File: src/rtl/serial_rx16_pkg.sv
// Shared types for the oversampling serial receiver.
package serial_rx16_pkg;

    // Receive sequencer states.
    typedef enum logic [2:0] {
        RX_IDLE  = 3'd0,
        RX_START = 3'd1,
        RX_DATA  = 3'd2,
        RX_STOP  = 3'd3,
        RX_REARM = 3'd4
    } rx_state_t;

endpackage

File: src/rtl/rx_line_sync.sv
// rx_line_sync: brings the asynchronous serial line into the clock domain
// through a chain of STAGES flops and flags a high-to-low transition of the
// synchronized level. Assumes the line idles high; every flop resets to 1 so
// that reset release is never seen as an edge.
module rx_line_sync #(
    parameter int STAGES = 2
) (
    input  logic clk,
    input  logic rst_n,
    input  logic line_raw,
    output logic line_s,
    output logic line_fall
);
    logic [STAGES-1:0] chain_q;
    logic              prev_q;

    // Synchronizer chain: stage 0 captures the raw line.
    always_ff @(posedge clk) begin
        if (!rst_n) begin
            chain_q <= '1;
        end else begin
            chain_q[0] <= line_raw;
            for (int i = 1; i < STAGES; i++) begin
                chain_q[i] <= chain_q[i-1];
            end
        end
    end

    // Delayed copy of the synchronized level for edge detection.
    always_ff @(posedge clk) begin
        if (!rst_n) prev_q <= 1'b1;
        else        prev_q <= chain_q[STAGES-1];
    end

    assign line_s    = chain_q[STAGES-1];
    assign line_fall = prev_q & ~chain_q[STAGES-1];
endmodule

File: src/rtl/rx_delay_cnt.sv
// rx_delay_cnt: loadable down-counter used to time half-bit and full-bit
// waits. A load takes priority; otherwise it decrements until it reaches
// zero and stays there. 'expired' is high while the count is zero.
module rx_delay_cnt #(
    parameter int WIDTH = 4
) (
    input  logic             clk,
    input  logic             rst_n,
    input  logic             load,
    input  logic [WIDTH-1:0] load_val,
    output logic [WIDTH-1:0] count,
    output logic             expired
);
    logic [WIDTH-1:0] cnt_q;

    // Load or count down toward zero.
    always_ff @(posedge clk) begin
        if (!rst_n)              cnt_q <= '0;
        else if (load)           cnt_q <= load_val;
        else if (cnt_q != '0)    cnt_q <= cnt_q - 1'b1;
    end

    assign count   = cnt_q;
    assign expired = (cnt_q == '0);
endmodule

File: src/rtl/rx_shift.sv
// rx_shift: serial-to-parallel register. Bits arrive least significant
// first, so each new sample enters at the top and the word moves right;
// after BITS shifts the first sample sits in bit 0.
module rx_shift #(
    parameter int BITS = 8
) (
    input  logic            clk,
    input  logic            rst_n,
    input  logic            shift_en,
    input  logic            bit_in,
    output logic [BITS-1:0] word
);
    logic [BITS-1:0] word_q;

    // Shift one sample in when enabled.
    always_ff @(posedge clk) begin
        if (!rst_n)        word_q <= '0;
        else if (shift_en) word_q <= {bit_in, word_q[BITS-1:1]};
    end

    assign word = word_q;
endmodule

File: src/rtl/serial_rx16.sv
// serial_rx16: asynchronous serial receiver clocked at OVERSAMPLE times the
// bit rate. A falling edge on the synchronized line starts a half-bit wait;
// the start bit is re-checked at its middle, then DATA_BITS samples are taken
// one bit period apart, and the stop bit is checked at its middle, where the
// byte, a one-clock strobe and the framing flag are updated. Assumes an idle-
// high line, LSB-first data, OVERSAMPLE even and DATA_BITS of at least 2.
module serial_rx16 #(
    parameter int OVERSAMPLE  = 16,
    parameter int DATA_BITS   = 8,
    parameter int SYNC_STAGES = 2
) (
    input  logic                 clk,
    input  logic                 rst_n,
    input  logic                 line_in,
    output logic [DATA_BITS-1:0] rx_byte,
    output logic                 rx_valid,
    output logic                 frame_err
);
    import serial_rx16_pkg::*;

    localparam int CNT_W = $clog2(OVERSAMPLE);
    localparam int IDX_W = $clog2(DATA_BITS);
    localparam logic [CNT_W-1:0] HALF_LOAD = CNT_W'(OVERSAMPLE / 2 - 1);
    localparam logic [CNT_W-1:0] FULL_LOAD = CNT_W'(OVERSAMPLE - 1);
    localparam logic [IDX_W-1:0] LAST_IDX  = IDX_W'(DATA_BITS - 1);

    rx_state_t            state_q, state_d;
    logic                 line_s, line_fall;
    logic                 cnt_load, cnt_expired;
    logic [CNT_W-1:0]     cnt_val, cnt_q;
    logic                 shift_en, take;
    logic [IDX_W-1:0]     idx_q;
    logic [DATA_BITS-1:0] word;

    rx_line_sync #(.STAGES(SYNC_STAGES)) u_sync (
        .clk       (clk),
        .rst_n     (rst_n),
        .line_raw  (line_in),
        .line_s    (line_s),
        .line_fall (line_fall)
    );

    rx_delay_cnt #(.WIDTH(CNT_W)) u_cnt (
        .clk      (clk),
        .rst_n    (rst_n),
        .load     (cnt_load),
        .load_val (cnt_val),
        .count    (cnt_q),
        .expired  (cnt_expired)
    );

    rx_shift #(.BITS(DATA_BITS)) u_shift (
        .clk      (clk),
        .rst_n    (rst_n),
        .shift_en (shift_en),
        .bit_in   (line_s),
        .word     (word)
    );

    // Sequencer decisions: next state, delay loads, shift and capture.
    always_comb begin
        state_d  = state_q;
        cnt_load = 1'b0;
        cnt_val  = FULL_LOAD;
        shift_en = 1'b0;
        take     = 1'b0;
        unique case (state_q)
            RX_IDLE: begin
                if (line_fall) begin
                    state_d  = RX_START;
                    cnt_load = 1'b1;
                    cnt_val  = HALF_LOAD;
                end
            end
            RX_START: begin
                if (cnt_expired) begin
                    if (!line_s) begin
                        state_d  = RX_DATA;
                        cnt_load = 1'b1;
                    end else begin
                        state_d  = RX_IDLE;
                    end
                end
            end
            RX_DATA: begin
                if (cnt_expired) begin
                    shift_en = 1'b1;
                    cnt_load = 1'b1;
                    if (idx_q == LAST_IDX) state_d = RX_STOP;
                end
            end
            RX_STOP: begin
                if (cnt_expired) begin
                    take    = 1'b1;
                    state_d = RX_REARM;
                end
            end
            RX_REARM: begin
                if (line_s) state_d = RX_IDLE;
            end
            default: state_d = RX_IDLE;
        endcase
    end

    // State register.
    always_ff @(posedge clk) begin
        if (!rst_n) state_q <= RX_IDLE;
        else        state_q <= state_d;
    end

    // Data-bit index: cleared at a valid start, advanced on every sample.
    always_ff @(posedge clk) begin
        if (!rst_n)                                      idx_q <= '0;
        else if (state_q == RX_START)                    idx_q <= '0;
        else if (shift_en && idx_q != LAST_IDX)          idx_q <= idx_q + 1'b1;
    end

    // Output registers: byte, strobe and framing flag update at the stop check.
    always_ff @(posedge clk) begin
        if (!rst_n) begin
            rx_byte   <= '0;
            rx_valid  <= 1'b0;
            frame_err <= 1'b0;
        end else begin
            rx_valid <= take;
            if (take) begin
                rx_byte   <= word;
                frame_err <= ~line_s;
            end
        end
    end
endmodule

File: config.mk
export PLATFORM = sky130hd
export DESIGN_NAME = serial_rx16
export DESIGN_NICKNAME = d
export VERILOG_FILES = /design/src/rtl/serial_rx16_pkg.sv /design/src/rtl/rx_line_sync.sv /design/src/rtl/rx_delay_cnt.sv /design/src/rtl/rx_shift.sv /design/src/rtl/serial_rx16.sv
export SDC_FILE = /design/constraint.sdc
export NUM_CORES = 1
export LEC_CHECK = 0
export ABC_CLOCK_PERIOD_IN_PS = 2000
export CORE_AREA = 2 2 57 99
export CTS_BUF_LIST = sky130_fd_sc_hd__clkbuf_16
export CTS_CLUSTER_DIAMETER = 40
export DETAILED_ROUTE_END_ITERATION = 10
export DIE_AREA = 0 0 59 101
export PLACE_DENSITY = 0.44
export SYNTH_ARGS = -nofsm -noshare
export SYNTH_HDL_FRONTEND = slang
export SYNTH_SLANG_ARGS = --single-unit
File: constraint.sdc
create_clock -name clk -period 2 [get_ports clk]
set_input_delay 0.6 -clock clk [delete_from_list [all_inputs] [get_ports clk]]
set_output_delay 0.6 -clock clk [all_outputs]
set_load 0.05 [all_outputs]
Word level (Yosys, flattened, before mapping)
Cells that the tools add are included.
{"block": "totals", "out_inout_bits": 10, "in_bits": 3, "elab_cells": 52, "reg_bits": 31, "mem_bits_rw": 0, "latchBits": 0, "memories": 0, "mem_bits_ro": 0}
{"block": "op_classes", "mux": 19, "n_eq_ne": 12, "n_lt_le_gt_ge": 0, "div_mod_pow": 0, "add_sub_neg": 2, "n_bitwise": 3, "n_reduce_logical": 7, "shift": 0, "n_mul": 0}
{"operator": "3-bit 2-to-1 mux", "n": 6}
{"operator": "4-bit 2-to-1 mux", "n": 4}
{"operator": "3-bit one-hot mux with 5 select lines", "n": 1}
{"operator": "2-bit != test (second input constant)", "n": 5}
{"operator": "3-bit by 2-bit equality test with 1-bit output (second input constant)", "n": 2}
{"operator": "3-bit equality test (second input constant)", "n": 2}
{"operator": "1-bit 2-to-1 mux", "n": 6}
{"operator": "6-bit AND reduction", "n": 1}
{"operator": "4-bit logical NOT", "n": 1}
{"operator": "4-bit nonzero test", "n": 1}
{"operator": "4-bit by 1-bit subtractor with 4-bit output (second input constant)", "n": 1}
{"operator": "3-bit by 1-bit adder with 3-bit output (second input constant)", "n": 1}
{"operator": "3-bit by 1-bit equality test with 1-bit output (second input constant)", "n": 1}
{"operator": "3-bit logical NOT", "n": 1}
{"operator": "3-bit != test (second input constant)", "n": 1}
{"operator": "1-bit one-hot mux with 3 select lines", "n": 1}
{"operator": "2-bit 2-to-1 mux", "n": 1}
{"operator": "2-bit by 1-bit != test with 1-bit output (second input constant)", "n": 1}
{"operator": "1-bit inverter", "n": 2}
{"operator": "2-bit nonzero test", "n": 1}
{"operator": "2-bit OR reduction", "n": 1}
{"operator": "1-bit bitwise AND", "n": 1}
{"operator": "1-bit logical AND", "n": 1}

Logic depth before layout (Yosys ltp)
Gate-level depths: netlist of the first run.
{"block": "depth", "ltp_word": 5, "mapped_depth": 7, "ltp_nobuf": 6}

By module
A second synthesis of the first run with hierarchy kept.
{"block": "hier_totals", "cells_unflattened": 135, "hier_area_um2": 1312.5}
{"mod": "serial_rx16", "seq_area_each_um2": 320.3, "area_per_inst_um2": 695.7, "cells_each": 80, "instances": 1}
{"mod": "rx_shift", "seq_area_each_um2": 160.2, "area_per_inst_um2": 301.5, "cells_each": 25, "instances": 1}
{"mod": "rx_delay_cnt", "seq_area_each_um2": 80.1, "area_per_inst_um2": 230.2, "cells_each": 23, "instances": 1}
{"mod": "rx_line_sync", "seq_area_each_um2": 60.1, "area_per_inst_um2": 85.1, "cells_each": 7, "instances": 1}

Worst setup path before layout of the first run
OpenSTA, ideal clock, no wires.
{"block": "synth_timing", "path_type": "register -> register", "start": "reg u_cnt.cnt_q[0] (netlist: u_cnt.count[0])", "end": "reg u_shift.word_q[1] (netlist: u_shift.word[1])", "period_less_slack_ps": 1524, "setup_ps": 119, "arrival_time_ps": 1404, "required_time_ps": 1881, "path_slack_ps": 476, "stages_incl_launch_ff": 8, "n_path_buf": 1, "path_cell_list": "dfxtp_1 > inv_1 > ha_1 > nor3b_4 > nand3_2 > buf_2 > nand3_1 > o21ai_1"}
{"block": "synth_between", "elab_chain_cells": 3}
{"item": "start, declared", "line_no": "rx_delay_cnt.sv:14", "source": "logic [WIDTH-1:0] cnt_q;"}
{"item": "start signal, assigned", "line_no": "rx_delay_cnt.sv:19", "source": "else if (load) cnt_q <= load_val;"}
{"item": "start signal, assigned", "line_no": "rx_delay_cnt.sv:20", "source": "else if (cnt_q != '0) cnt_q <= cnt_q - 1'b1;"}
{"item": "4-bit logical NOT", "line_no": "rx_delay_cnt.sv:24", "source": "assign expired = (cnt_q == '0);"}
{"item": "1-bit 2-to-1 mux", "line_no": "serial_rx16.sv:86", "source": "if (cnt_expired) begin"}
{"item": "1-bit 2-to-1 mux", "line_no": "serial_rx16.sv:67", "source": "unique case (state_q)"}
{"item": "end signal, assigned", "line_no": "rx_shift.sv:18", "source": "else if (shift_en) word_q <= {bit_in, word_q[BITS-1:1]};"}
{"item": "end, declared", "line_no": "rx_shift.sv:13", "source": "logic [BITS-1:0] word_q;"}
No other way between the ends.
A chain may end at the register's enable or synchronous reset.

Final worst setup path of the first run
{"block": "layout_timing", "start": "reg u_cnt.cnt_q[0] (netlist: u_cnt.count[0])", "end": "reg rx_byte[3]"}
{"block": "layout_between", "elab_chain_cells": 3}
{"item": "4-bit logical NOT", "line_no": "rx_delay_cnt.sv:24"}
{"item": "1-bit 2-to-1 mux", "line_no": "serial_rx16.sv:93", "source": "if (cnt_expired) begin"}
{"item": "1-bit 2-to-1 mux", "line_no": "serial_rx16.sv:67"}
{"item": "end signal, assigned", "line_no": "serial_rx16.sv:127", "source": "rx_byte <= word;"}
{"item": "end, declared", "line_no": "serial_rx16.sv:15", "source": "output logic [DATA_BITS-1:0] rx_byte,"}
No other way between the ends.

==> results of run 1 <==
## synth_stat cells, types with 2 or more instances
master / count / area, um^2
sky130_fd_sc_hd__dfxtp_1: 31 / 621
sky130_fd_sc_hd__nand2b_1: 3 / 18.8
sky130_fd_sc_hd__a31oi_1: 2 / 12.5
sky130_fd_sc_hd__nand3_1: 18 / 90.1
sky130_fd_sc_hd__nor2_1: 7 / 26.3
sky130_fd_sc_hd__o31ai_1: 3 / 22.5
sky130_fd_sc_hd__ha_1: 4 / 50.1
sky130_fd_sc_hd__inv_1: 4 / 15.0
sky130_fd_sc_hd__xor2_1: 2 / 17.5
sky130_fd_sc_hd__nor3_1: 3 / 15.0
sky130_fd_sc_hd__buf_2: 5 / 25.0
sky130_fd_sc_hd__o21ai_1: 17 / 85.1
sky130_fd_sc_hd__nand2_1: 14 / 52.6
sky130_fd_sc_hd__clkbuf_1: 2 / 7.51
sky130_fd_sc_hd__buf_1: 2 / 7.51
sky130_fd_sc_hd__o21ai_0: 2 / 10.0
sky130_fd_sc_hd__a21oi_1: 2 / 10.0
sky130_fd_sc_hd__mux2i_1: 2 / 20.0
## sequential cells by signal (all words and copies together), names as in the netlist
signal          flops
rx_byte             8
u_shift.word        8
u_cnt.count         4
idx_q               3
state_q             3
u_sync.chain_q      2
frame_err           1
rx_valid            1
u_sync.prev_q       1
## metrics by stage
stage               std cells  worst slack, ps  instance area [um^2]  utilization  power, mW
floorplan                 139              476                  1250            -      0.962
global placement          199              295                  1410        0.272       1.04
detailed placement        199              303                  1410        0.272       1.05
CTS                       207              280                  1540        0.299       1.76
global route              207              132                  1540        0.299       1.83
finish                    207              269                  1540        0.299       1.74
## worst max path at each step
stage / start / to / slack [ps]
2_1_floorplan: u_cnt.count[0] / u_shift.word[1] / 480
3_3_place_gp: rst_n / state_q[0] / 290
3_5_place_dp: rst_n / state_q[0] / 300
4_1_cts: u_cnt.count[0] / rx_byte[7] / 280
5_1_grt: u_cnt.count[0] / rx_byte[0] / 130
6_report: u_cnt.count[0] / rx_byte[3] / 270
## placed cells by master (no fill, tap or decap), types with 2 or more instances in the layout
master	synthesis	routed
sky130_fd_sc_hd__mux2i_1	2	2
sky130_fd_sc_hd__clkdlybuf4s50_1	0	2
sky130_fd_sc_hd__o21ai_0	2	2
sky130_fd_sc_hd__nand3_1	18	18
sky130_fd_sc_hd__a31oi_1	2	2
sky130_fd_sc_hd__a21oi_1	2	2
sky130_fd_sc_hd__dfxtp_1	31	31
sky130_fd_sc_hd__buf_4	0	12
sky130_fd_sc_hd__o21ai_1	17	17
sky130_fd_sc_hd__clkbuf_16	0	5
sky130_fd_sc_hd__xor2_1	2	2
sky130_fd_sc_hd__nor3_1	3	3
sky130_fd_sc_hd__nand2b_1	3	3
sky130_fd_sc_hd__o31ai_1	3	3
sky130_fd_sc_hd__nand2_1	14	14
sky130_fd_sc_hd__inv_1	4	6
sky130_fd_sc_hd__nor2_1	7	7
sky130_fd_sc_hd__ha_1	4	4
## power by group
part | total, mW | internal (mW) | switching, mW | leakage [nW]
Sequential | 0.707 | 0.663 | 0.0436 | 0.251
Combinational | 0.337 | 0.148 | 0.189 | 0.296
Clock | 0.696 | 0.448 | 0.248 | 0.0762
## layout make-up
cell class | instances | share of cell area
inverter | 4 | 0.00972
clock inverter | 3 | 0.00810
sequential | 31 | 0.402
clock buffer | 5 | 0.0810
timing repair buffer | 15 | 0.0843
multi-input combinational | 94 | 0.370
tap | 55 | 0.0446
## cells by family after synthesis
logic type | synth area share
compound gates | 0.151
xor+xnor | 0.0140
fa+ha+maj | 0.0400
buf+inv | 0.0479
flops | 0.496
mux | 0.0160
simple gates | 0.236
## per-layer routing
layer,vias to the layer above,GRT usage,share of wire
met3,4,0.0347,0.032
li1,513,-,-
met1,472,0.0828,0.39
met5,-,0,0
met4,0,0.0577,0.020
met2,15,0.179,0.56
## worst max-delay path: cells and delay by family, from the launching register on
family / cells / cell delay, ps
adder cells (fa/ha/maj): 1 / 190
AO/OA/AOI/OAI: 1 / 60
buffers and inverters: 2 / 390
AND/OR/NAND/NOR: 3 / 670
flip-flops: 1 / 310
==> implementation parameters, run 1 <==
Parameter                              Value

Status
  Run status    finished clean

Clocking
  Clock-pin slew on the worst setup and hold paths    50 ps
  Post-cts resize count    0
  Worst-skew pair later-pin latency    270 ps
  Hold Buf Count CTS    0
  H-tree levels    2
  Maximum buffer depth of the clock tree    2
  Number of buffers created by CTS    5
  Cell chosen for the clock root    sky130_fd_sc_hd__clkbuf_16
  TritonCTS clock tree    built
  Number of sinks on the clock net    31
  Setup fix buffers added after clock tree synthesis    0

Critical path
  CP required    2160 ps
  Endpoint of the worst-slack reg-to-reg timing path    rx_byte[3]
  Worst Path Max Fanout    16
  Crit end category    register
  Critical Path Start Type    register
  Ordered list of cells on the worst path    inv_1, ha_1, nor3b_4, nand4b_1, buf_4, nand3_1, o21ai_1
  Worst setup slack for register-to-register paths    270 ps
  Critical Setup Path Class    register to register
  Max stage delay cell, worst path    sky130_fd_sc_hd__nor3b_4
  Worst r2r src    u_cnt.count[0]
  Delay contributed by the slowest stage of the critical path    330 ps
  Critical Path AT    1890 ps
  Cells on worst reg2reg path    7

Synth
  Post-Synthesis Net Count    146
  Synth Cell Area    1250 um^2
  Mapped Avg Cell Area    9.01 um^2
  Syn Inst Count    139
  Post-synthesis async set-or-reset flop share    0
  Synthesis warning total    0
  Fraction of the yosys area taken by sequential cells    0.496
  FF+latch count, synth    31
  Flip-flop cell with the highest count after synthesis    sky130_fd_sc_hd__dfxtp_1
  Post-synthesis cell type count    34
  Number of enable flip-flop cells after synthesis    0

Timing
  Setup violators final    0
  Number of max-slew violations in the final report    0
  Final critical-path share of the clock period    0.866
  RSZ-0062 raised after global routing    no
  Final critical path time including I/O delays and setup    1730 ps
  Worst hold slack after final layout    403 ps
  F_max    578 MHz
  Worst slew pin tran    427 ps
  Final hold violation count    0
  Max-Slew Margin vs Limit    0.713
  Setup clock skew after layout    3.29 ps
  Setup TNS    0 ps

Drt
  DRT antenna net count    0
  Via total after detailed routing    1,004
  Total Routed Length    2.56 mm
  Starting DRT DRC Count    27
  Drt drc    0
  First-pass detailed-route iteration total    4
  Routed via count divided by cell count    4.85
  Routed wirelength normalized by instance count    12.4 um

Min path
  Hold endpoint    u_sync.chain_q[1]
  Path type of the worst min-delay path    register to register
  Hold Path Cell Cnt    1
  HP Start    u_sync.chain_q[0]

Global route
  Remaining global-route overflow    0
  Vias in the first global route    947
  Maximum number of pins on one net before global-route repair    37
  Combined global-route utilization of all metal layers    0.0960
  Global-route wire length before repair    4.20 mm
  Antenna violations before repair    0

Placed design
  I/O Buffers    12
  DPL Wire Length    1.82 mm
  Placer congestion estimate    0.757

Power
  Standby leakage power    0.624 nW
  Total power per unit cell area    1130 nW/um^2
  Worst vdd ir    0.273 mV

Finish
  Total area of multi-input combinational cells    572 um^2
  Number of filler cells placed in the layout    550
  Area used by sequential logic in the layout    621 um^2
  Proportion of layout cells with a drive suffix above 1    0.145
  Post-synthesis to final-layout area growth    23.3%
  Nets    158
  Antenna diode count    0

Die
  Starting Density    0.242
  Die extent in y    101 um
  Die width    59 um
  Rows    35
  Area of the core region    5170 um^2
  Area enclosed by the die boundary    5960 um^2
  IO Pins    13

Run
  Max-capacitance violation count    0
No activity file was read; power rests on OpenSTA's default activity.
==> run 2, diff against run 1 <==
--- a/config.mk
+++ b/config.mk
@@ -12,6 +12,7 @@
 export DETAILED_ROUTE_END_ITERATION = 10
 export DIE_AREA = 0 0 59 101
 export PLACE_DENSITY = 0.44
+export SETUP_SLACK_MARGIN = 0.1
 export SYNTH_ARGS = -nofsm -noshare
 export SYNTH_HDL_FRONTEND = slang
 export SYNTH_SLANG_ARGS = --single-unit
==> results of run 2 <==
The final DEF is identical to that of run 1; final timing and power are the same.
==> run 3, diff against run 2 <==
--- a/config.mk
+++ b/config.mk
@@ -5,13 +5,13 @@
 export SDC_FILE = /design/constraint.sdc
 export NUM_CORES = 1
 export LEC_CHECK = 0
-export ABC_CLOCK_PERIOD_IN_PS = 2000
+export ABC_CLOCK_PERIOD_IN_PS = 2200
 export CORE_AREA = 2 2 57 99
 export CTS_BUF_LIST = sky130_fd_sc_hd__clkbuf_16
 export CTS_CLUSTER_DIAMETER = 40
 export DETAILED_ROUTE_END_ITERATION = 10
 export DIE_AREA = 0 0 59 101
-export PLACE_DENSITY = 0.44
+export PLACE_DENSITY = 0.38
 export SETUP_SLACK_MARGIN = 0.1
 export SYNTH_ARGS = -nofsm -noshare
 export SYNTH_HDL_FRONTEND = slang
==> constraint.sdc (replaced) <==
create_clock -name clk -period 2.2 [get_ports clk]
set_input_delay 0.66 -clock clk [delete_from_list [all_inputs] [get_ports clk]]
set_output_delay 0.66 -clock clk [all_outputs]
set_load 0.05 [all_outputs]
==> run 3 against run 2 <==
Against the previous run: utilization grew 1.1 points; non-clock buffer count is the same; sequential share of layout area shrank 1.4 points; global-route usage grew 0.13 points; wire length shrank 3.2%; first-iteration DRC count grew 44%; cell area grew 3.6%.
==> implementation parameters, run 3 (synthesized netlist as in run 1, its figures left out) <==
Parameter                              Value

Global route
  Global-route wire length before repair    4.35 mm (was 4.20 mm)
  Remaining global-route overflow    0 (unchanged)
  Antenna violations before repair    0 (unchanged)
  Vias in the first global route    932 (was 947)
  Combined global-route utilization of all metal layers    0.0973 (was 0.0960)
  Maximum number of pins on one net before global-route repair    37 (unchanged)

Critical path
  Delay-heaviest family, CP    buffers and inverters (was simple AND/OR/NAND/NOR gates)
  Critical Setup Path Class    register to primary output (was register to register)
  Endpoint of the worst-slack reg-to-reg timing path    rx_byte[5] (was rx_byte[3])
  Worst r2r src    u_cnt.count[0] (unchanged)
  Critical Path Start Type    register (unchanged)
  Delay contributed by the slowest stage of the critical path    810 ps (was 330 ps)
  Max stage delay cell, worst path    sky130_fd_sc_hd__clkdlybuf4s50_1 (was sky130_fd_sc_hd__nor3b_4)
  Buffering stage count on the worst path with inverters included    1 (was 2)
  WP depth    1 (was 7)
  CP required    1540 ps (was 2160 ps)
  Worst Path Max Fanout    2 (was 16)
  Crit end category    primary output (was register)
  Ordered list of cells on the worst path    clkdlybuf4s50_1 (was inv_1, ha_1, nor3b_4, nand4b_1, buf_4, nand3_1, o21ai_1)
  Critical Path AT    1400 ps (was 1890 ps)
  Cells on worst reg2reg path    7 (unchanged)
  Worst setup slack for register-to-register paths    510 ps (was 270 ps)

Finish
  Leading cell type in the layout, fill and taps excluded    sky130_fd_sc_hd__dfxtp_1 (unchanged)
  Antenna diode count    0 (unchanged)
  Proportion of layout cells with a drive suffix above 1    0.0855 (was 0.145)
  Most frequent cells in the layout    sky130_fd_sc_hd__dfxtp_1, sky130_fd_sc_hd__nand3_1, sky130_fd_sc_hd__o21ai_1, sky130_fd_sc_hd__nand2_1, sky130_fd_sc_hd__clkdlybuf4s50_1 (was sky130_fd_sc_hd__dfxtp_1, sky130_fd_sc_hd__nand3_1, sky130_fd_sc_hd__o21ai_1, sky130_fd_sc_hd__nand2_1, sky130_fd_sc_hd__buf_4)
  Post-layout instance count excluding filler cells    207 (unchanged)
  Nets    158 (unchanged)
  Post-synthesis to final-layout area growth    27.8% (was 23.3%)

Timing
  Max-Slew Margin vs Limit    0.660 (was 0.713)
  Setup TNS    0 ps (unchanged)
  F_max    486 MHz
  Number of max-slew violations in the final report    0 (unchanged)
  Final critical-path share of the clock period    0.936
  Final critical path time including I/O delays and setup    2060 ps
  Final hold violation count    0 (unchanged)
  Worst slew pin tran    509 ps (was 427 ps)
  Min setup slack post-route    140 ps (was 269 ps)
  Setup violators final    0 (unchanged)
  RSZ-0062 raised after global routing    no (unchanged)
  Setup clock skew after layout    3.40 ps (was 3.29 ps)

Min path
  Hold Path Cell Cnt    1 (unchanged)
  Hold endpoint    u_sync.chain_q[1] (unchanged)
  HP Start    u_sync.chain_q[0] (unchanged)
  Path type of the worst min-delay path    register to register (unchanged)

Power
  Worst vdd ir    0.301 mV (was 0.273 mV)
  Total power per unit cell area    1060 nW/um^2 (was 1130 nW/um^2)
  Standby leakage power    0.645 nW (was 0.624 nW)

Die
  Rows    35 (unchanged)
  Area of the core region    5170 um^2 (unchanged)
  Die width    59 um (unchanged)
  Die extent in y    101 um (unchanged)
  Starting Density    0.242 (unchanged)
  Area enclosed by the die boundary    5960 um^2 (unchanged)
  IO Pins    13 (unchanged)

Clocking
  Worst-skew pair later-pin latency    270 ps (about the same)
  Maximum buffer depth of the clock tree    2 (unchanged)
  Number of sinks on the clock net    31 (unchanged)
  Clock-pin slew on the worst setup and hold paths    50 ps (about the same)
  Setup fix buffers added after clock tree synthesis    0 (unchanged)
  Cell chosen for the clock root    sky130_fd_sc_hd__clkbuf_16 (unchanged)
  TritonCTS clock tree    built (unchanged)
  Post-cts resize count    0 (unchanged)
  H-tree levels    2 (unchanged)
  Number of buffers created by CTS    5 (unchanged)
  Hold Buf Count CTS    0 (unchanged)

Run
  Max-capacitance violation count    0 (unchanged)

Drt
  Starting DRT DRC Count    39 (was 27)
  Total Routed Length    2.48 mm (was 2.56 mm)
  First-pass detailed-route iteration total    4 (unchanged)
  Drt drc    0 (unchanged)
  Routed via count divided by cell count    4.69 (was 4.85)
  DRT antenna net count    0 (unchanged)
  Via total after detailed routing    971 (was 1,004)
  Routed wirelength normalized by instance count    12.0 um (was 12.4 um)

Placed design
  I/O Buffers    12 (unchanged)
  Cell Count Post-Placement    199 (unchanged)
  DPL Wire Length    1.78 mm (was 1.82 mm)
  Pre-CTS setup slack    416 ps (was 303 ps)
  Placer congestion estimate    0.674 (was 0.757)

Status
  Run status    finished clean (unchanged)
==> run 3: stage by stage <==
step | utilization | power, mW | hold WS (ps) | area, um^2
floorplan | - | 0.875 | 386 | 1250
global placement | 0.277 | 0.955 | 394 | 1430
detailed placement | 0.277 | 0.958 | 399 | 1430
CTS | 0.309 | 1.73 | 411 | 1600
global route | 0.310 | 1.79 | 429 | 1600
finish | 0.310 | 1.70 | 409 | 1600
==> run 3: how the worst max path moves through the flow <==
stage	start	to	slack, ps
global placement	rx_byte[6]	rx_byte[6]	430
global route	frame_err	frame_err	100
floorplan	u_cnt.count[0]	u_shift.word[1]	680
CTS	frame_err	frame_err	120
detailed placement	frame_err	frame_err	420
finish	frame_err	frame_err	140
==> run 3: layout make-up <==
type / instances / area, um^2
Clock inverter: 3 / 38.8
Fill cell: 554 / 3570
Clock buffer: 5 / 125
Tap cell: 55 / 68.8
Multi-Input combinational cell: 94 / 572
Sequential cell: 31 / 621
Timing Repair Buffer: 15 / 160
Inverter: 4 / 15.0
==> run 3: metal layers <==
| metal | GRT usage | routed length, um |
|---|---|---|
| met5 | 0 | 0 |
| met4 | 0.0577 | 53 |
| met3 | 0.0308 | 72 |
| met2 | 0.165 | 1310 |
| met1 | 0.102 | 1040 |
==> run 3: where the power goes <==
group | leakage (nW) | switching, mW | internal [mW] | total, mW
clock | 0.0812 | 0.231 | 0.527 | 0.758
combinational | 0.313 | 0.167 | 0.135 | 0.302
sequential | 0.251 | 0.0414 | 0.602 | 0.644
